### config.mk
export PLATFORM = sky130hd
export DESIGN_NAME = cap_access_check
export DESIGN_NICKNAME = d
export VERILOG_FILES = /design/src/rtl/cap_chk_pkg.sv /design/src/rtl/cap_perm_gate.sv /design/src/rtl/cap_range_gate.sv /design/src/rtl/cap_fault_rank.sv /design/src/rtl/cap_access_check.sv
export SDC_FILE = /design/constraint.sdc
export NUM_CORES = 1
export LEC_CHECK = 0
export ABC_AREA = 1
export BUFFER_PORTS_ARGS = -buffer_cell sky130_fd_sc_hd__buf_2
export CAP_MARGIN = 20
export CELL_PAD_IN_SITES_DETAIL_PLACEMENT = 0
export CELL_PAD_IN_SITES_GLOBAL_PLACEMENT = 1
export CORE_MARGIN = 2
export CORE_UTILIZATION = 34
export DETAILED_ROUTE_END_ITERATION = 10
export PLACE_DENSITY = 0.86
export SLEW_MARGIN = 15
export SYNTH_ARGS = -nofsm -noshare
export SYNTH_HDL_FRONTEND = slang
export SYNTH_SLANG_ARGS = --single-unit
### constraint.sdc
create_clock -name clk -period 3.8 [get_ports clk]
set_input_delay 0.38 -clock clk [delete_from_list [all_inputs] [get_ports clk]]
set_output_delay 0.38 -clock clk [all_outputs]
set_load 0.05 [all_outputs]
### src/rtl/cap_chk_pkg.sv
package cap_chk_pkg;

    typedef enum logic [1:0] {
        ACC_LOAD  = 2'd0,
        ACC_STORE = 2'd1,
        ACC_FETCH = 2'd2,
        ACC_RSVD  = 2'd3
    } acc_kind_e;

    typedef enum logic [2:0] {
        CAUSE_NONE   = 3'd0,
        CAUSE_TAG    = 3'd1,
        CAUSE_SEAL   = 3'd2,
        CAUSE_PERM   = 3'd3,
        CAUSE_BOUNDS = 3'd4,
        CAUSE_LEN    = 3'd5
    } fault_cause_e;

    typedef enum logic [1:0] {
        ST_IDLE  = 2'd0,
        ST_GRANT = 2'd1,
        ST_FAULT = 2'd2
    } chk_state_e;

    localparam int PERM_W         = 3;
    localparam int PERM_LOAD_IDX  = 0;
    localparam int PERM_STORE_IDX = 1;
    localparam int PERM_FETCH_IDX = 2;

endpackage

### src/rtl/cap_perm_gate.sv
module cap_perm_gate
    import cap_chk_pkg::*;
(
    input  logic              tag,
    input  logic              sealed,
    input  logic [PERM_W-1:0] perms,
    input  logic [1:0]        kind,
    output logic              tag_bad,
    output logic              seal_bad,
    output logic              perm_bad
);

    acc_kind_e kind_e;

    assign kind_e   = acc_kind_e'(kind);
    assign tag_bad  = ~tag;
    assign seal_bad = sealed;

    always_comb begin
        unique case (kind_e)
            ACC_LOAD:  perm_bad = ~perms[PERM_LOAD_IDX];
            ACC_STORE: perm_bad = ~perms[PERM_STORE_IDX];
            ACC_FETCH: perm_bad = ~perms[PERM_FETCH_IDX];
            default:   perm_bad = 1'b1;
        endcase
    end

endmodule

### src/rtl/cap_range_gate.sv
module cap_range_gate #(
    parameter int ADDR_W   = 64,
    parameter int SIZE_W   = 5,
    parameter int MAX_LOG2 = 4
) (
    input  logic [ADDR_W-1:0] addr,
    input  logic [ADDR_W-1:0] base,
    input  logic [ADDR_W-1:0] top,
    input  logic [SIZE_W-1:0] size,
    output logic              len_bad,
    output logic              range_bad
);

    localparam int NUM_SIZES = MAX_LOG2 + 1;
    localparam int SUM_W     = ADDR_W + 1;
    localparam int PAD_W     = SUM_W - SIZE_W;

    logic [NUM_SIZES-1:0] size_hit;
    logic [SUM_W-1:0]     end_sum;

    for (genvar g = 0; g < NUM_SIZES; g++) begin : g_size
        assign size_hit[g] = (size == SIZE_W'(1 << g));
    end

    assign len_bad   = ~|size_hit;
    assign end_sum   = {1'b0, addr} + {{PAD_W{1'b0}}, size};
    assign range_bad = (addr < base) || (end_sum > {1'b0, top});

endmodule

### src/rtl/cap_fault_rank.sv
module cap_fault_rank
    import cap_chk_pkg::*;
(
    input  logic         tag_bad,
    input  logic         seal_bad,
    input  logic         perm_bad,
    input  logic         len_bad,
    input  logic         range_bad,
    output fault_cause_e cause
);

    always_comb begin
        if (tag_bad)        cause = CAUSE_TAG;
        else if (seal_bad)  cause = CAUSE_SEAL;
        else if (perm_bad)  cause = CAUSE_PERM;
        else if (len_bad)   cause = CAUSE_LEN;
        else if (range_bad) cause = CAUSE_BOUNDS;
        else                cause = CAUSE_NONE;
    end

endmodule

### src/rtl/cap_access_check.sv
module cap_access_check
    import cap_chk_pkg::*;
#(
    parameter int ADDR_W   = 64,
    parameter int SIZE_W   = 5,
    parameter int MAX_LOG2 = 4
) (
    input  logic              clk,
    input  logic              rst_n,
    input  logic              req_valid,
    input  logic              req_tag,
    input  logic              req_sealed,
    input  logic [2:0]        req_perms,
    input  logic [ADDR_W-1:0] req_addr,
    input  logic [ADDR_W-1:0] req_base,
    input  logic [ADDR_W-1:0] req_top,
    input  logic [1:0]        req_kind,
    input  logic [SIZE_W-1:0] req_size,
    output logic              rsp_valid,
    output logic              rsp_grant,
    output logic [2:0]        rsp_cause
);

    logic         tag_bad, seal_bad, perm_bad, len_bad, range_bad;
    fault_cause_e cause_now;
    fault_cause_e cause_q;
    chk_state_e   state_q, state_d;

    cap_perm_gate u_perm (
        .tag      (req_tag),
        .sealed   (req_sealed),
        .perms    (req_perms),
        .kind     (req_kind),
        .tag_bad  (tag_bad),
        .seal_bad (seal_bad),
        .perm_bad (perm_bad)
    );

    cap_range_gate #(
        .ADDR_W   (ADDR_W),
        .SIZE_W   (SIZE_W),
        .MAX_LOG2 (MAX_LOG2)
    ) u_range (
        .addr      (req_addr),
        .base      (req_base),
        .top       (req_top),
        .size      (req_size),
        .len_bad   (len_bad),
        .range_bad (range_bad)
    );

    cap_fault_rank u_rank (
        .tag_bad   (tag_bad),
        .seal_bad  (seal_bad),
        .perm_bad  (perm_bad),
        .len_bad   (len_bad),
        .range_bad (range_bad),
        .cause     (cause_now)
    );

    // next-state selection
    always_comb begin
        if (!req_valid)                 state_d = ST_IDLE;
        else if (cause_now == CAUSE_NONE) state_d = ST_GRANT;
        else                            state_d = ST_FAULT;
    end

    // state and cause registers
    always_ff @(posedge clk) begin
        if (!rst_n) begin
            state_q <= ST_IDLE;
            cause_q <= CAUSE_NONE;
        end else begin
            state_q <= state_d;
            cause_q <= req_valid ? cause_now : CAUSE_NONE;
        end
    end

    // outputs decoded from state
    always_comb begin
        unique case (state_q)
            ST_IDLE: begin
                rsp_valid = 1'b0;
                rsp_grant = 1'b0;
            end
            ST_GRANT: begin
                rsp_valid = 1'b1;
                rsp_grant = 1'b1;
            end
            ST_FAULT: begin
                rsp_valid = 1'b1;
                rsp_grant = 1'b0;
            end
            default: begin
                rsp_valid = 1'b0;
                rsp_grant = 1'b0;
            end
        endcase
    end

    assign rsp_cause = cause_q;

    AST_TAG_FAULT: assert property (@(posedge clk) disable iff (!rst_n)
        (req_valid && !req_tag) |=> (rsp_valid && !rsp_grant && rsp_cause == CAUSE_TAG));
    AST_BELOW_BASE: assert property (@(posedge clk) disable iff (!rst_n)
        (req_valid && req_addr < req_base) |=> !rsp_grant);
    AST_SEALED_FAULT: assert property (@(posedge clk) disable iff (!rst_n)
        (req_valid && req_tag && req_sealed) |=> (!rsp_grant && rsp_cause == CAUSE_SEAL));
    AST_RSP_FOLLOWS: assert property (@(posedge clk) disable iff (!rst_n)
        req_valid |=> rsp_valid);
    AST_NO_RSP_IDLE: assert property (@(posedge clk) disable iff (!rst_n)
        !req_valid |=> (!rsp_valid && !rsp_grant && rsp_cause == CAUSE_NONE));
    AST_ZERO_SIZE: assert property (@(posedge clk) disable iff (!rst_n)
        (req_valid && req_size == '0) |=> !rsp_grant);
    AST_GRANT_CLEAN: assert property (@(posedge clk) disable iff (!rst_n)
        rsp_grant |-> (rsp_valid && rsp_cause == CAUSE_NONE));

endmodule

==> reports/results.ini <==
[outcome]
status=completed

[pwr]
p_sw_uw=400
p_sw_frac=0.461
comb_power_share=0.741
p_clk_frac=0.196
power.internal_uw=467
peakVddDrop_mv=0.0977
finalPower_uw=868
seqPwrFrac=0.063
p_leak_nw=4.16
pwr_density_cell_nw_per_um2=124

[floorplanning]
row_count=46
fp.dieArea_sq_um=17300
start_util=0.348
die_height_um=132
core_area_sq_um=15900
die_width_um=132
io_pins=212

[global_routing]
grt_pass1_wl_um=27800
grt_pass1_vias=6066
antenna_found_initial=0
globalRouteOverflowTotal=0
grt_max_degree=8
grt_usage=0.191

[worst_setup_path]
cp-start-kind=primary input
required_ps=3920
crit_path_end_kind=flip-flop
crit_type=primary input to flip-flop
cp.arrival_ps=3520
path_max_fanout=6

[synthesis]
yosys.area.top_type=ha_1
synthCells=914
ys_seq_area_frac=0.0181
yosysUniqueCellTypes=34
synthesis.area_sq_um=5530
ys_ff_latch=5
synth_nets=1255
ys.flop_type=dfxtp_1
synth-async-reset-ratio=0
synth_area_leaders=ha_1 30%, inv_1 15%, nand2_1 14%
synth-edff-count=0
yosys.area.top_type_share=0.301
synth_warnings=0
syn_avg_cell_area_sq_um=6.05

[cts]
cts_tree=yes
postCtsSetupRepairBufs=0
clkTransAtPathRegs_ps=30
clk_path_buf_depth=2
htree_levels=1
cts.sinks=5
cts_hold_buf=0
numCtsBuffers=3
root_buffer=clkbuf_16

[placement]
place_congestion=0.942
place_inst=1345
portBuffers=211
dp_hpwl_um=15600
pre_cts_ws_ps=143

[timing]
final.period_utilization=0.896
max_slew_margin=0.685
tns_ps=0
grt_setup_unrepaired=false
worst_slack_ps=397
period_minus_slack_ps=3400
hold_viol=0
report.final.slew_viol_count=0
worst_pin_slew_ps=469
whs_ps=370
setup_viol=0
timing.fmax_ghz=0.294

[min_path]
hold_path_class=primary input to flip-flop

[drt]
postRouteAntennaNets=0
dr.pass1.iters=5
wire_per_inst_um=12.4
drt-initial-drc-count=284
drc=0
vias=6126
drt-vias-per-instance=4.54
drt-total-wl_um=16700

[final_layout]
seq_area_sq_um=100
drive_gt1_frac=0.222
final_cell_count_no_fill=1349
multi_input_area_sq_um=4620
insertedDiodeCount=0
fillers=1763
nets=1475
syn_to_final_growth_pct=26.1

[job]
drv_cap=0

-- layout make-up --
class                      instances  area share
multi-input combinational        690       0.662
inverter                         219       0.118
clock buffer                       4      0.0113
sequential                         5      0.0144
timing repair buffer             215       0.156
tap                              216      0.0388
-- layout by cell type (no fill, tap or decap), drive strengths merged --
cell,count
o31ai,2
xnor2,20
nor3,28
inv,219
nand3b,1
ha,133
o211ai,4
nor4,9
nor2,84
a211oi,1
a21o,4
o21a,5
dfxtp,5
a32o,1
buf,215
nand4,32
nand2,208
nand3,29
a21oi,66
o21ai,20
fa,1
clkbuf,4
xor2,41
a31oi,1
-- critical path, cell delays in order --
cell and delay [ps]:
buf_2 100, ha_1 180, fa_1 210, nand3_1 100, nand3_2 110, nand2_2 100, nand2_4 120, nand3_4 90
nor2_4 180, nand3_4 120, nor2_4 140, nand2_2 100, nor2_4 130, nand2_1 80, xnor2_1 130, ha_1 290
nand2_1 80, nor4_1 290, nand4_1 120, nor2_1 100, nand2_1 50, nand2_1 90, nand4_1 110, nand2_1 80
inv_1 30
-- cell usage after synthesis (all sizes together), types with 2 or more instances --
cell    count
nor3       28
o21a        5
nor2       84
nand3      29
o21ai      20
o31ai       2
ha        133
inv       219
a21oi      66
nand2     208
o211ai      4
nand4      32
xor2       41
nor4        9
xnor2      20
dfxtp       5
a21o        4
-- flip-flops by register name (all words and copies together), names as in the netlist --
register,count
rsp_cause,3
state_q,2
-- cell families (layout without fill, tap and decap cells) --
family          after synthesis  in the layout  synth area share
compound gates              104            104             0.105
xor+xnor                     61             61            0.0966
fa+ha+maj                   134            134             0.304
buf+inv                     219            438             0.149
flops                         5              5            0.0181
simple gates                391            391             0.327
-- power by group through the flow --
| stage | logic [mW] | clock network (mW) | registers, mW |
|---|---|---|---|
| global placement | 0.642 | 0 | 0.0556 |
| finish | 0.643 | 0.170 | 0.0549 |
| CTS | 0.650 | 0.171 | 0.0549 |
| detailed placement | 0.646 | 0 | 0.0557 |
| global route | 0.750 | 0.174 | 0.0550 |
| floorplan | 0.381 | 0 | 0.0600 |
-- per-stage QoR --
| stage | util | instance area (sq um) |
|---|---|---|
| finish | 0.439 | 6970 |
| global route | 0.439 | 6970 |
| global placement | 0.434 | 6890 |
| detailed placement | 0.434 | 6890 |
| CTS | 0.439 | 6970 |
| floorplan | - | 5530 |
-- per-layer routing --
metal	global-route usage	share of wire	vias to the layer above
met2	0.343	0.47	166
li1	-	-	3366
met4	0.0199	0.0049	0
met5	0	0	-
met3	0.0150	0.051	8
met1	0.257	0.48	2586
-- final timing paths --
kind,startpoint,endpoint,slack (ps),depth (start not counted)
setup / recovery,req_size[0],state_q[1],400,25
hold / removal,req_tag,rsp_cause[0],370,2
-- what timing repair did --
item	CTS	global route
setup endpoints to repair	0	2
endpoints found under the hold margin	0	0
resized for setup	0	1
(Power assumes the default switching activity.)
